===== config.mk =====
export PLATFORM = sky130hd
export DESIGN_NAME = mbist_march_diag
export DESIGN_NICKNAME = d
export VERILOG_FILES = /design/src/rtl/mbist_pkg.sv /design/src/rtl/mbist_march_seq.sv /design/src/rtl/mbist_bitpos.sv /design/src/rtl/mbist_diag_shift.sv /design/src/rtl/mbist_march_diag.sv
export SDC_FILE = /design/constraint.sdc
export NUM_CORES = 1
export LEC_CHECK = 0
export BUFFER_PORTS_ARGS = -buffer_cell sky130_fd_sc_hd__buf_4
export CAP_MARGIN = 40
export CELL_PAD_IN_SITES_DETAIL_PLACEMENT = 1
export CELL_PAD_IN_SITES_GLOBAL_PLACEMENT = 1
export CORE_MARGIN = 5
export CORE_UTILIZATION = 25
export DETAILED_ROUTE_END_ITERATION = 16
export PLACE_DENSITY_LB_ADDON = 0.1
export SLEW_MARGIN = 10
export SYNTH_ARGS = -nofsm -noshare
export SYNTH_HDL_FRONTEND = slang
export SYNTH_HIERARCHICAL = 1
export SYNTH_SLANG_ARGS = --single-unit

===== constraint.sdc =====
create_clock -name clk -period 3.2 [get_ports clk]
set_input_delay 0.32 -clock clk [delete_from_list [all_inputs] [get_ports clk]]
set_output_delay 0.32 -clock clk [all_outputs]
set_load 0.01 [all_outputs]

===== src/rtl/mbist_pkg.sv =====
package mbist_pkg;

   localparam int NUM_ELEM = 6;
   localparam int SES_W    = 3;

   typedef enum logic [1:0] {ST_IDLE, ST_RUN, ST_EXPORT, ST_DONE} bist_state_e;

   // number of operations in element e (1 or 2)
   function automatic logic [1:0] elem_ops(input logic [SES_W-1:0] e);
      return (e == 3'd0 || e == 3'd5) ? 2'd2 - 2'd1 : 2'd2;
   endfunction

   // element walks addresses from the top down
   function automatic logic elem_down(input logic [SES_W-1:0] e);
      return (e == 3'd3) || (e == 3'd4);
   endfunction

   // operation op of element e is a read
   function automatic logic op_reads(input logic [SES_W-1:0] e, input logic op);
      return (e == 3'd5) || ((e != 3'd0) && !op);
   endfunction

   // data bit written, or expected on read, by the operation
   function automatic logic op_value(input logic [SES_W-1:0] e, input logic op);
      return op_reads(e, op) ? ((e == 3'd2) || (e == 3'd4))
                             : ((e == 3'd1) || (e == 3'd3));
   endfunction

endpackage


===== src/rtl/mbist_march_seq.sv =====
module mbist_march_seq
   import mbist_pkg::*;
#(
   parameter int AW = 3
) (
   input  logic             clk,
   input  logic             rst_n,
   input  logic             restart,
   input  logic             step,
   output logic [SES_W-1:0] elem,
   output logic             op,
   output logic [AW-1:0]    addr,
   output logic             addr_done,
   output logic             seq_end
);

   localparam logic [AW-1:0] ADDR_TOP = '1;

   logic             last_addr;
   logic [SES_W-1:0] elem_nxt;

   assign elem_nxt  = elem + 1'b1;
   assign addr_done = (op == (elem_ops(elem) == 2'd2));
   assign last_addr = elem_down(elem) ? (addr == '0) : (addr == ADDR_TOP);
   assign seq_end   = addr_done && last_addr && (elem == SES_W'(NUM_ELEM - 1));

   always_ff @(posedge clk or negedge rst_n) begin
      if (!rst_n) begin
         elem <= '0;
         op   <= 1'b0;
         addr <= '0;
      end else if (restart) begin
         elem <= '0;
         op   <= 1'b0;
         addr <= '0;
      end else if (step) begin
         if (!addr_done) begin
            op <= 1'b1;
         end else begin
            op <= 1'b0;
            if (last_addr) begin
               if (!seq_end) begin
                  elem <= elem_nxt;
                  addr <= elem_down(elem_nxt) ? ADDR_TOP : '0;
               end
            end else begin
               addr <= elem_down(elem) ? addr - 1'b1 : addr + 1'b1;
            end
         end
      end
   end

   AST_WALK_DOWN: assert property (@(posedge clk) disable iff (!rst_n)
      (step && addr_done && !last_addr && elem_down(elem)) |=> addr == $past(addr) - 1'b1);
   AST_WALK_UP: assert property (@(posedge clk) disable iff (!rst_n)
      (step && addr_done && !last_addr && !elem_down(elem)) |=> addr == $past(addr) + 1'b1);
   AST_HOLD_PAUSE: assert property (@(posedge clk) disable iff (!rst_n)
      (!step && !restart) |=> ($stable(addr) && $stable(elem) && $stable(op)));

endmodule


===== src/rtl/mbist_bitpos.sv =====
module mbist_bitpos #(
   parameter int DW = 8,
   localparam int PW = $clog2(DW)
) (
   input  logic [DW-1:0] syn,
   output logic [PW-1:0] pos,
   output logic          multi
);

   logic [DW:0]   seen;
   logic [DW-1:0] dup;

   assign seen[0] = 1'b0;

   for (genvar i = 0; i < DW; i++) begin : g_chain
      assign seen[i+1] = seen[i] | syn[i];
      assign dup[i]    = seen[i] & syn[i];
   end

   assign multi = |dup;

   always_comb begin
      pos = '0;
      for (int i = DW - 1; i >= 0; i--) begin
         if (syn[i]) pos = PW'(i);
      end
   end

endmodule


===== src/rtl/mbist_diag_shift.sv =====
module mbist_diag_shift #(
   parameter int W = 14,
   localparam int CW = $clog2(W)
) (
   input  logic         clk,
   input  logic         rst_n,
   input  logic         load,
   input  logic [W-1:0] rec,
   output logic         sout,
   output logic         valid,
   output logic         last
);

   logic [W-1:0]  sh;
   logic [CW-1:0] cnt;

   always_ff @(posedge clk or negedge rst_n) begin
      if (!rst_n) begin
         sh    <= '0;
         cnt   <= '0;
         valid <= 1'b0;
      end else if (load) begin
         sh    <= rec;
         cnt   <= CW'(W - 1);
         valid <= 1'b1;
      end else if (valid) begin
         sh <= {sh[W-2:0], 1'b0};
         if (cnt == '0) valid <= 1'b0;
         else           cnt   <= cnt - 1'b1;
      end
   end

   assign sout = sh[W-1];
   assign last = valid && (cnt == '0);

   // checker: length of every valid burst
   logic [CW:0] run_len;
   always_ff @(posedge clk or negedge rst_n) begin
      if (!rst_n)     run_len <= '0;
      else if (valid) run_len <= run_len + 1'b1;
      else            run_len <= '0;
   end

   AST_REC_LEN: assert property (@(posedge clk) disable iff (!rst_n)
      $fell(valid) |-> (run_len == (CW+1)'(W)));
   AST_NO_RELOAD: assert property (@(posedge clk) disable iff (!rst_n)
      valid |-> !load);

endmodule


===== src/rtl/mbist_march_diag.sv =====
module mbist_march_diag
   import mbist_pkg::*;
#(
   parameter int AW = 3,
   parameter int DW = 8,
   localparam int REC_W = SES_W + AW + DW,
   localparam int PW    = $clog2(DW)
) (
   input  logic          clk,
   input  logic          rst_n,
   input  logic          start,
   output logic [AW-1:0] ram_addr,
   output logic [DW-1:0] ram_wdata,
   output logic          ram_we,
   input  logic [DW-1:0] ram_rdata,
   output logic          done,
   output logic          fault,
   output logic          diag_bit,
   output logic          diag_valid,
   output logic [PW-1:0] err_pos,
   output logic          err_multi
);

   if (AW < 1 || AW > 16) begin : g_bad_aw
      $error("AW must lie in 1..16");
   end
   if (DW < 2) begin : g_bad_dw
      $error("DW must be at least 2");
   end

   bist_state_e      state_q;
   logic [SES_W-1:0] elem;
   logic             op, addr_done, seq_end;
   logic [AW-1:0]    addr;
   logic             run, restart, capture, is_rd, sh_last, fin_q;
   logic [DW-1:0]    word, syn, acc_q, acc_nxt, last_syn_q;

   assign run     = (state_q == ST_RUN);
   assign restart = start && ((state_q == ST_IDLE) || (state_q == ST_DONE));

   mbist_march_seq #(.AW(AW)) i_seq (
      .clk       (clk),
      .rst_n     (rst_n),
      .restart   (restart),
      .step      (run),
      .elem      (elem),
      .op        (op),
      .addr      (addr),
      .addr_done (addr_done),
      .seq_end   (seq_end)
   );

   assign is_rd     = op_reads(elem, op);
   assign word      = {DW{op_value(elem, op)}};
   assign ram_addr  = addr;
   assign ram_wdata = word;
   assign ram_we    = run && !is_rd;

   assign syn     = (run && is_rd) ? (ram_rdata ^ word) : '0;
   assign acc_nxt = (op ? acc_q : '0) | syn;
   assign capture = run && addr_done && (acc_nxt != '0);

   always_ff @(posedge clk or negedge rst_n) begin
      if (!rst_n) begin
         state_q    <= ST_IDLE;
         acc_q      <= '0;
         fin_q      <= 1'b0;
         fault      <= 1'b0;
         last_syn_q <= '0;
      end else begin
         if (run) acc_q <= acc_nxt;
         if (restart) begin
            fault      <= 1'b0;
            last_syn_q <= '0;
         end else if (capture) begin
            fault      <= 1'b1;
            last_syn_q <= acc_nxt;
            fin_q      <= seq_end;
         end
         unique case (state_q)
            ST_IDLE, ST_DONE: if (restart) state_q <= ST_RUN;
            ST_RUN: begin
               if (capture)      state_q <= ST_EXPORT;
               else if (seq_end) state_q <= ST_DONE;
            end
            ST_EXPORT: if (sh_last) state_q <= fin_q ? ST_DONE : ST_RUN;
            default: state_q <= ST_IDLE;
         endcase
      end
   end

   assign done = (state_q == ST_DONE);

   mbist_diag_shift #(.W(REC_W)) i_shift (
      .clk   (clk),
      .rst_n (rst_n),
      .load  (capture),
      .rec   ({elem, addr, acc_nxt}),
      .sout  (diag_bit),
      .valid (diag_valid),
      .last  (sh_last)
   );

   mbist_bitpos #(.DW(DW)) i_pos (
      .syn   (last_syn_q),
      .pos   (err_pos),
      .multi (err_multi)
   );

   AST_PAUSE_NO_WRITE: assert property (@(posedge clk) disable iff (!rst_n)
      diag_valid |-> !ram_we);
   AST_ONE_RECORD: assert property (@(posedge clk) disable iff (!rst_n)
      capture |=> !capture);
   AST_DONE_QUIET: assert property (@(posedge clk) disable iff (!rst_n)
      done |-> (!diag_valid && !ram_we));
   AST_FAULT_STICKY: assert property (@(posedge clk) disable iff (!rst_n)
      $fell(fault) |-> $past(start));
   AST_POS_IS_SET: assert property (@(posedge clk) disable iff (!rst_n)
      (last_syn_q != '0) |-> last_syn_q[err_pos]);
   AST_MULTI_COUNT: assert property (@(posedge clk) disable iff (!rst_n)
      err_multi |-> ($countones(last_syn_q) > 1));

endmodule


Word level (Yosys, flattened, before mapping)
Cells that the tools add are included.
Widths: inputs -> output; s select.

word-level totals
  register bits after elaboration = 46
  input bits = 11
  output and inout port bits = 20
  logic and storage cells = 132

operators by class
  add/subtract/negate cells = 4
  equality and inequality tests = 19
  multiplexer cells = 46
  bitwise logic cells = 16
  reductions and logical operators = 36

operator list
  cell                 count
  $mux 3               20
  $mux 8               4
  $mux 14              2
  $eq 3x3->1 const B   4
  $mux 2               6
  $mux 4               3
  $mux 1               10
  $reduce_bool 2->1    5
  $eq 3x2->1 const B   3
  $logic_and 1x1->1    9
  $or 8x8->8           1
  $reduce_bool 8->1    1
  $xor 8x8->8          1
  $and 1x1->1          7
  $logic_or 1x1->1     7
  $reduce_or 7->1      1
  $add 3x1->3 const B  2
  $eq 2x2->1 const B   3
  $logic_not 3->1      2
  $ne 2x1->1 const B   3
  $ne 3x2->1 const B   2
  $or 1x1->1           6
  $pmux 2 s3           1
  $reduce_and 3->1     2
  14 further kinds     16

Depth between registers and ports, before layout
  word-level depth = 12
  mapped depth = 12
  depth with buffers taken out = 10

Hierarchy
The synthesis kept the hierarchy.

by module, submodules not included
  module            times used  cells each  area an instance (µm²)  sequential area each (µm²)
  mbist_march_diag  1           139         1,333.8                 500.5
  mbist_diag_shift  1           85          887.1                   475.5
  mbist_march_seq   1           53          545.5                   175.2
  mbist_bitpos      1           20          131.4                   0.0

Least setup slack after synthesis
No wires, ideal clock.

  kind = flip-flop to flip-flop
  start point = register i_seq.elem[2]
  end point = register i_shift.cnt[3]
  setup time = 0.124 ns
  arrival time = 2.316 ns
  data required time = 3.076 ns
  path slack = 0.760 ns
  stages on the path, launching flop included = 12
  buffers on the path = 4
  period minus slack after synthesis = 2.440 ns
  cell sequence = dfrtp_1 > xor2_1 > a21boi_2 > buf_6 > inv_4 > o311ai_4 > o211ai_2 > and3_1 > buf_6 > buf_6 > clkbuf_1 > a211o_1

on the way
  word-level cells in the longest chain between the ends = 11
  elaborated cells between the ends (all ways) = 27
  those cells by class = eq/ne (8); mux (4); bitwise (2); reduce/logical (13)

RTL lines
  element                                                                  line                    source
  start: declaration                                                       mbist_march_seq.sv:10   output logic [SES_W-1:0] elem,
  start signal: assignment                                                 mbist_march_seq.sv:43   elem <= elem_nxt;
  $reduce_bool 3->1                                                        mbist_pkg.sv:20         return (e == 3'd5) || ((e != 3'd0) && !op);
  $logic_and 1x1->1                                                        mbist_pkg.sv:20
  $logic_or 1x1->1                                                         mbist_pkg.sv:20
  $mux 1 *                                                                 mbist_pkg.sv:25         return op_reads(e, op) ? ((e == 3'd2) || (e == 3'd4))
  net ram_wdata[0]                                                         mbist_march_diag.sv:13  output logic [DW-1:0] ram_wdata,
  $xor 8x8->8 *                                                            mbist_march_diag.sv:59  assign syn = (run && is_rd) ? (ram_rdata ^ word) : '0;
  $mux 8 *                                                                 mbist_march_diag.sv:59
  $or 8x8->8 *                                                             mbist_march_diag.sv:60  assign acc_nxt = (op ? acc_q : '0) | syn;
  $reduce_bool 8->1 *                                                      mbist_march_diag.sv:61  assign capture = run && addr_done && (acc_nxt != '0);
  $logic_and 1x1->1 *                                                      mbist_march_diag.sv:61
  net capture                                                              mbist_march_diag.sv:35  logic run, restart, capture, is_rd, sh_last, fin_q;
  $ne 2x2->1 (no source line) / $reduce_bool 2->1 (equally long branches)  n/a
  $reduce_and 2->1 (no source line)                                        n/a
  end signal: assignment                                                   mbist_diag_shift.sv:24  cnt <= CW'(W - 1);
  end signal: assignment                                                   mbist_diag_shift.sv:29  else cnt <= cnt - 1'b1;
  end: declaration                                                         mbist_diag_shift.sv:15  logic [CW-1:0] cnt;

Mark *: on every way through the listed nets, which the timed path passes. The rest lies on a longest branch.
A chain may end at the register's enable or synchronous reset.

Worst setup path in the final report
  start point = register i_seq.elem[0]
  end point = register state_q[1]

on the way
  elaborated cells between the ends (all ways) = 31
  those cells by class = eq/ne (8); mux (6); bitwise (2); reduce/logical (15)

RTL lines
  element                                               line                                    source
  $eq 3x3->1 / $logic_not 3->1 (equally long branches)  mbist_pkg.sv:10, mbist_march_seq.sv:25
  $logic_or 1x1->1                                      mbist_pkg.sv:10                         return (e == 3'd0 || e == 3'd5) ? 2'd2 - 2'd1 : 2'd2;
  $mux 2                                                mbist_pkg.sv:10
  $eq 2x2->1                                            mbist_march_seq.sv:23                   assign addr_done = (op == (elem_ops(elem) == 2'd2));
  $eq 1x1->1                                            mbist_march_seq.sv:23
  $logic_and 1x1->1                                     mbist_march_seq.sv:25                   assign seq_end = addr_done && last_addr && (elem == SES_W'(NUM_ELEM - 1));
  $logic_and 1x1->1 *                                   mbist_march_seq.sv:25
  net seq_end                                           mbist_march_diag.sv:33                  logic op, addr_done, seq_end;
  $ne 3x2->1 (no source line) *                         n/a
  $reduce_and 3->1 (no source line) *                   n/a
  end signal: assignment                                mbist_march_diag.sv:86                  ST_EXPORT: if (sh_last) state_q <= fin_q ? ST_DONE : ST_RUN;
  end: declaration                                      mbist_march_diag.sv:31                  bist_state_e state_q;

Marked as above.

==> out/results.ini <==
[status]
status = completed

[yosys]
synth_edf_count = 0
ys_types = 62
syn_avg_cell_area_um2 = 9.757
ys_seq_area_frac = 0.3972
synth_top_cell_by_area = dfrtp_1
synthArstFlopShare = 1.000
syn-cell-area_um2 = 2898
synthTopCellsByArea = dfrtp_1 (40%), mux2i_1 (5.9%), nor2_1 (4.4%), a211oi_2 (3.5%), xnor2_1 (3.3%)
ys_ff_latch = 46
synth_top_family_by_area = compound AO/OA/AOI/OAI gates
synth_compound_area_frac = 0.2016
ys.flop_type = dfrtp_1
synth_mux_area_frac = 0.08420
synth_top_area_share = 0.3972
synth-simple-area-share = 0.1623
syn-num-nets = 316
synth_common_cells = dfrtp_1 (46), nor2_1 (34), inv_1 (19)
synthXorXnorAreaFrac = 0.03929
syn-instance-count = 297
ys_warn_count = 6
synth_adder_area_share = 0.04059
yosysMostFrequentCell = dfrtp_1

[timing]
period_needed_ns = 2.640
timing.fmax_mhz = 378.8
worst_pin_slew_ns = 0.7065
rsz0062_at_grt = no
fin_ws_ns = 0.5602
period_share = 0.8250
finalSetupViolCount = 0
finalSetupTns_ns = 0
fin_skew_ns = 0.005545
final_max_slew_viol_count = 0
hold_viol_final = 0
slew_headroom = 0.5226

[floorplan]
die_h_um = 117.7
fp.dieW_um = 117.7
start_util = 0.2549
rows = 39
core_area_um2 = 11370
die-area_um2 = 13840
num_io_pins = 31

[global_routing]
grt_max_degree = 50
top_usage_layer = met2
grt_pass1_vias = 2404
gr-total-overflow = 0
use_met1 = 0.1447
antenna_found_initial = 0
globalRouteMet3Util = 0.01730
grt_pass1_wl_mm = 12.57
grt_use_met2 = 0.1878
grt_util_all_layers = 0.1105

[power]
p_per_area_nw_per_um2 = 342.5
p_leak_uw = 0.001321
seqPwrFrac = 0.501
fin_total_pwr_uw = 1159
switching_power_uw = 256.0
clkPwrFrac = 0.470
power_frac_comb = 0.028
vdd_ir_drop_max_uv = 188.7
p_int_uw = 903.1
netSwitchingFraction = 0.2209

[clocking]
cts_buffers = 5
cts-hold-fix-buffers = 0
cts-htree-levels = 2
clkTransAtPathRegs_ns = 0.06
cts_max_path_buffers = 2
cts_sinks = 46
cts-resized-gates = 0
clk_latency_ns = 0.29
root_buffer = clkbuf_16
cts_tree = built
post_cts_buffers = 0

[worst_setup_path]
critPathCaptureType = register
critPathCapture = state_q[1]$_DFFE_PN0P_
arrival_ns = 2.85
path_max_fanout = 9
worst-setup-path-type = register to register
r2r-end = state_q[1]$_DFFE_PN0P_
cp-start-kind = register
reg2reg_slack_ns = 0.56
r2r_cells = 10
cpMaxStageDelayCell = or4_1
crit_start = i_seq/elem[0]$_DFFE_PN0P_
r2r-start = i_seq/elem[0]$_DFFE_PN0P_
worstPathRequired_ns = 3.41
path_cells = inv_1 -> ha_1 -> mux2i_4 -> nand3_1 -> o22a_1 -> nor2_1 -> nand2b_1 -> a21oi_1 -> or4_1 -> o21ai_0
max_stage_delay_ns = 0.52

[place]
hpwl_mm = 5.351
place.gp.congestion = 0.7654
dp_slack_ns = 0.5309
place_inst = 457
io_buffers = 30

[route]
vias_per_cell = 4.695
ant_nets = 0
drc = 0
drt_pre_antenna_iters = 5
drt_wl_total_mm = 7.358
wl_per_cell_um = 15.82
num_vias = 2183
drt_iter0_drc = 76

[final_layout]
num_antenna_cells = 0
final_cells = 465
nNetsFinal = 340
syn2layout_area_growth_pct = 16.80
drive_above_1_share = 0.2205

[worst_hold_path]
worstHoldPathType = primary input to async pin

[run]
cap_violations = 0

[metrics by stage]
stage	util	hold slack, ns	cell area, µm²
2_1_floorplan	-	0.02441	2898
3_3_place_gp	0.2844	0.4071	3233
3_5_place_dp	0.2844	0.4060	3233
4_1_cts	0.2977	0.09476	3385
5_1_grt	0.2977	0.1233	3385
6_report	0.2977	0.06224	3385
[power by group through the flow]
stage	Clock [µW]	Sequential, µW	Combinational, µW
6_report	545	581	32.7
5_1_grt	584	581	37.3
4_1_cts	566	581	34.6
3_5_place_dp	0	592	34.4
3_3_place_gp	0	592	34.7
2_1_floorplan	0	592	5.53
[flip-flops by register name, summed over array words and instances, names as in the netlist]
signal and flops:
i_seq/op 1, fin_q 1, fault 1, i_shift/cnt 4
i_shift/valid 1, acc_q 8, last_syn_q 8, state_q 2
i_seq/elem 3, i_seq/addr 3, i_shift/sh 14
[cell families (layout without fill, tap and decap cells)]
kind of cell	after synthesis	in the layout
AOI/OAI and AO/OA	75	75
xor gates and xnor gates	13	13
adders and majority gates	9	9
buffers and inverters	41	66
DFF	46	46
muxes	21	21
and+or+nand+nor	92	92
[cell type report]
cell class / count / area, µm²
inverters: 21 / 81.33
fillers: 1308 / 7985
clock inverters: 2 / 12.51
flip-flops and latches: 46 / 1151
multi-input cells: 210 / 1531
repair buffers: 37 / 290.3
clock buffers: 6 / 138.9
well taps: 143 / 178.9
[layer usage]
layer  vias up  routed length, µm
met5         -                  0
met4         0                 80
met3         6                159
met2        19               3631
met1      1078               3488
li1       1080                  -
[worst min-delay path by stage]
stage	startpoint	endpoint	slack (ns)	depth (start not counted)
final	rst_n	state_q[0]$_DFFE_PN0P_	0.06	1
after global routing	rst_n	state_q[0]$_DFFE_PN0P_	0.12	1
after CTS	rst_n	i_seq/addr[1]$_DFFE_PN0P_	0.09	1
after detailed placement	rst_n	state_q[0]$_DFFE_PN0P_	0.41	1
after global placement	rst_n	i_seq/elem[2]$_DFFE_PN0P_	0.41	1
after floorplan	rst_n	acc_q[0]$_DFFE_PN0N_	0.02	0
[critical path: cells and delay by family, from the launching register on]
family                   cells  cell delay (ns)
flip-flops                   1             0.51
buffers and inverters        1             0.12
adder cells (fa/ha/maj)      1             0.26
AO/OA/AOI/OAI                3             0.40
AND/OR/NAND/NOR              4             0.98
multiplexers                 1             0.28
[placed cells by master (no fill, tap or decap), drive strengths merged, types with 6 or more instances in the layout]
cell type,synthesis,final
dfrtp,46,46
xnor2,11,11
a22oi,8,8
nand2b,7,7
a21oi,16,16
nor3,7,7
clkbuf,6,6
a211oi,11,11
ha,7,7
buf,14,37
mux2i,20,20
nand2,16,16
o21ai,19,19
nor2,34,34
inv,21,21
Power figures use the tool's default switching activity.
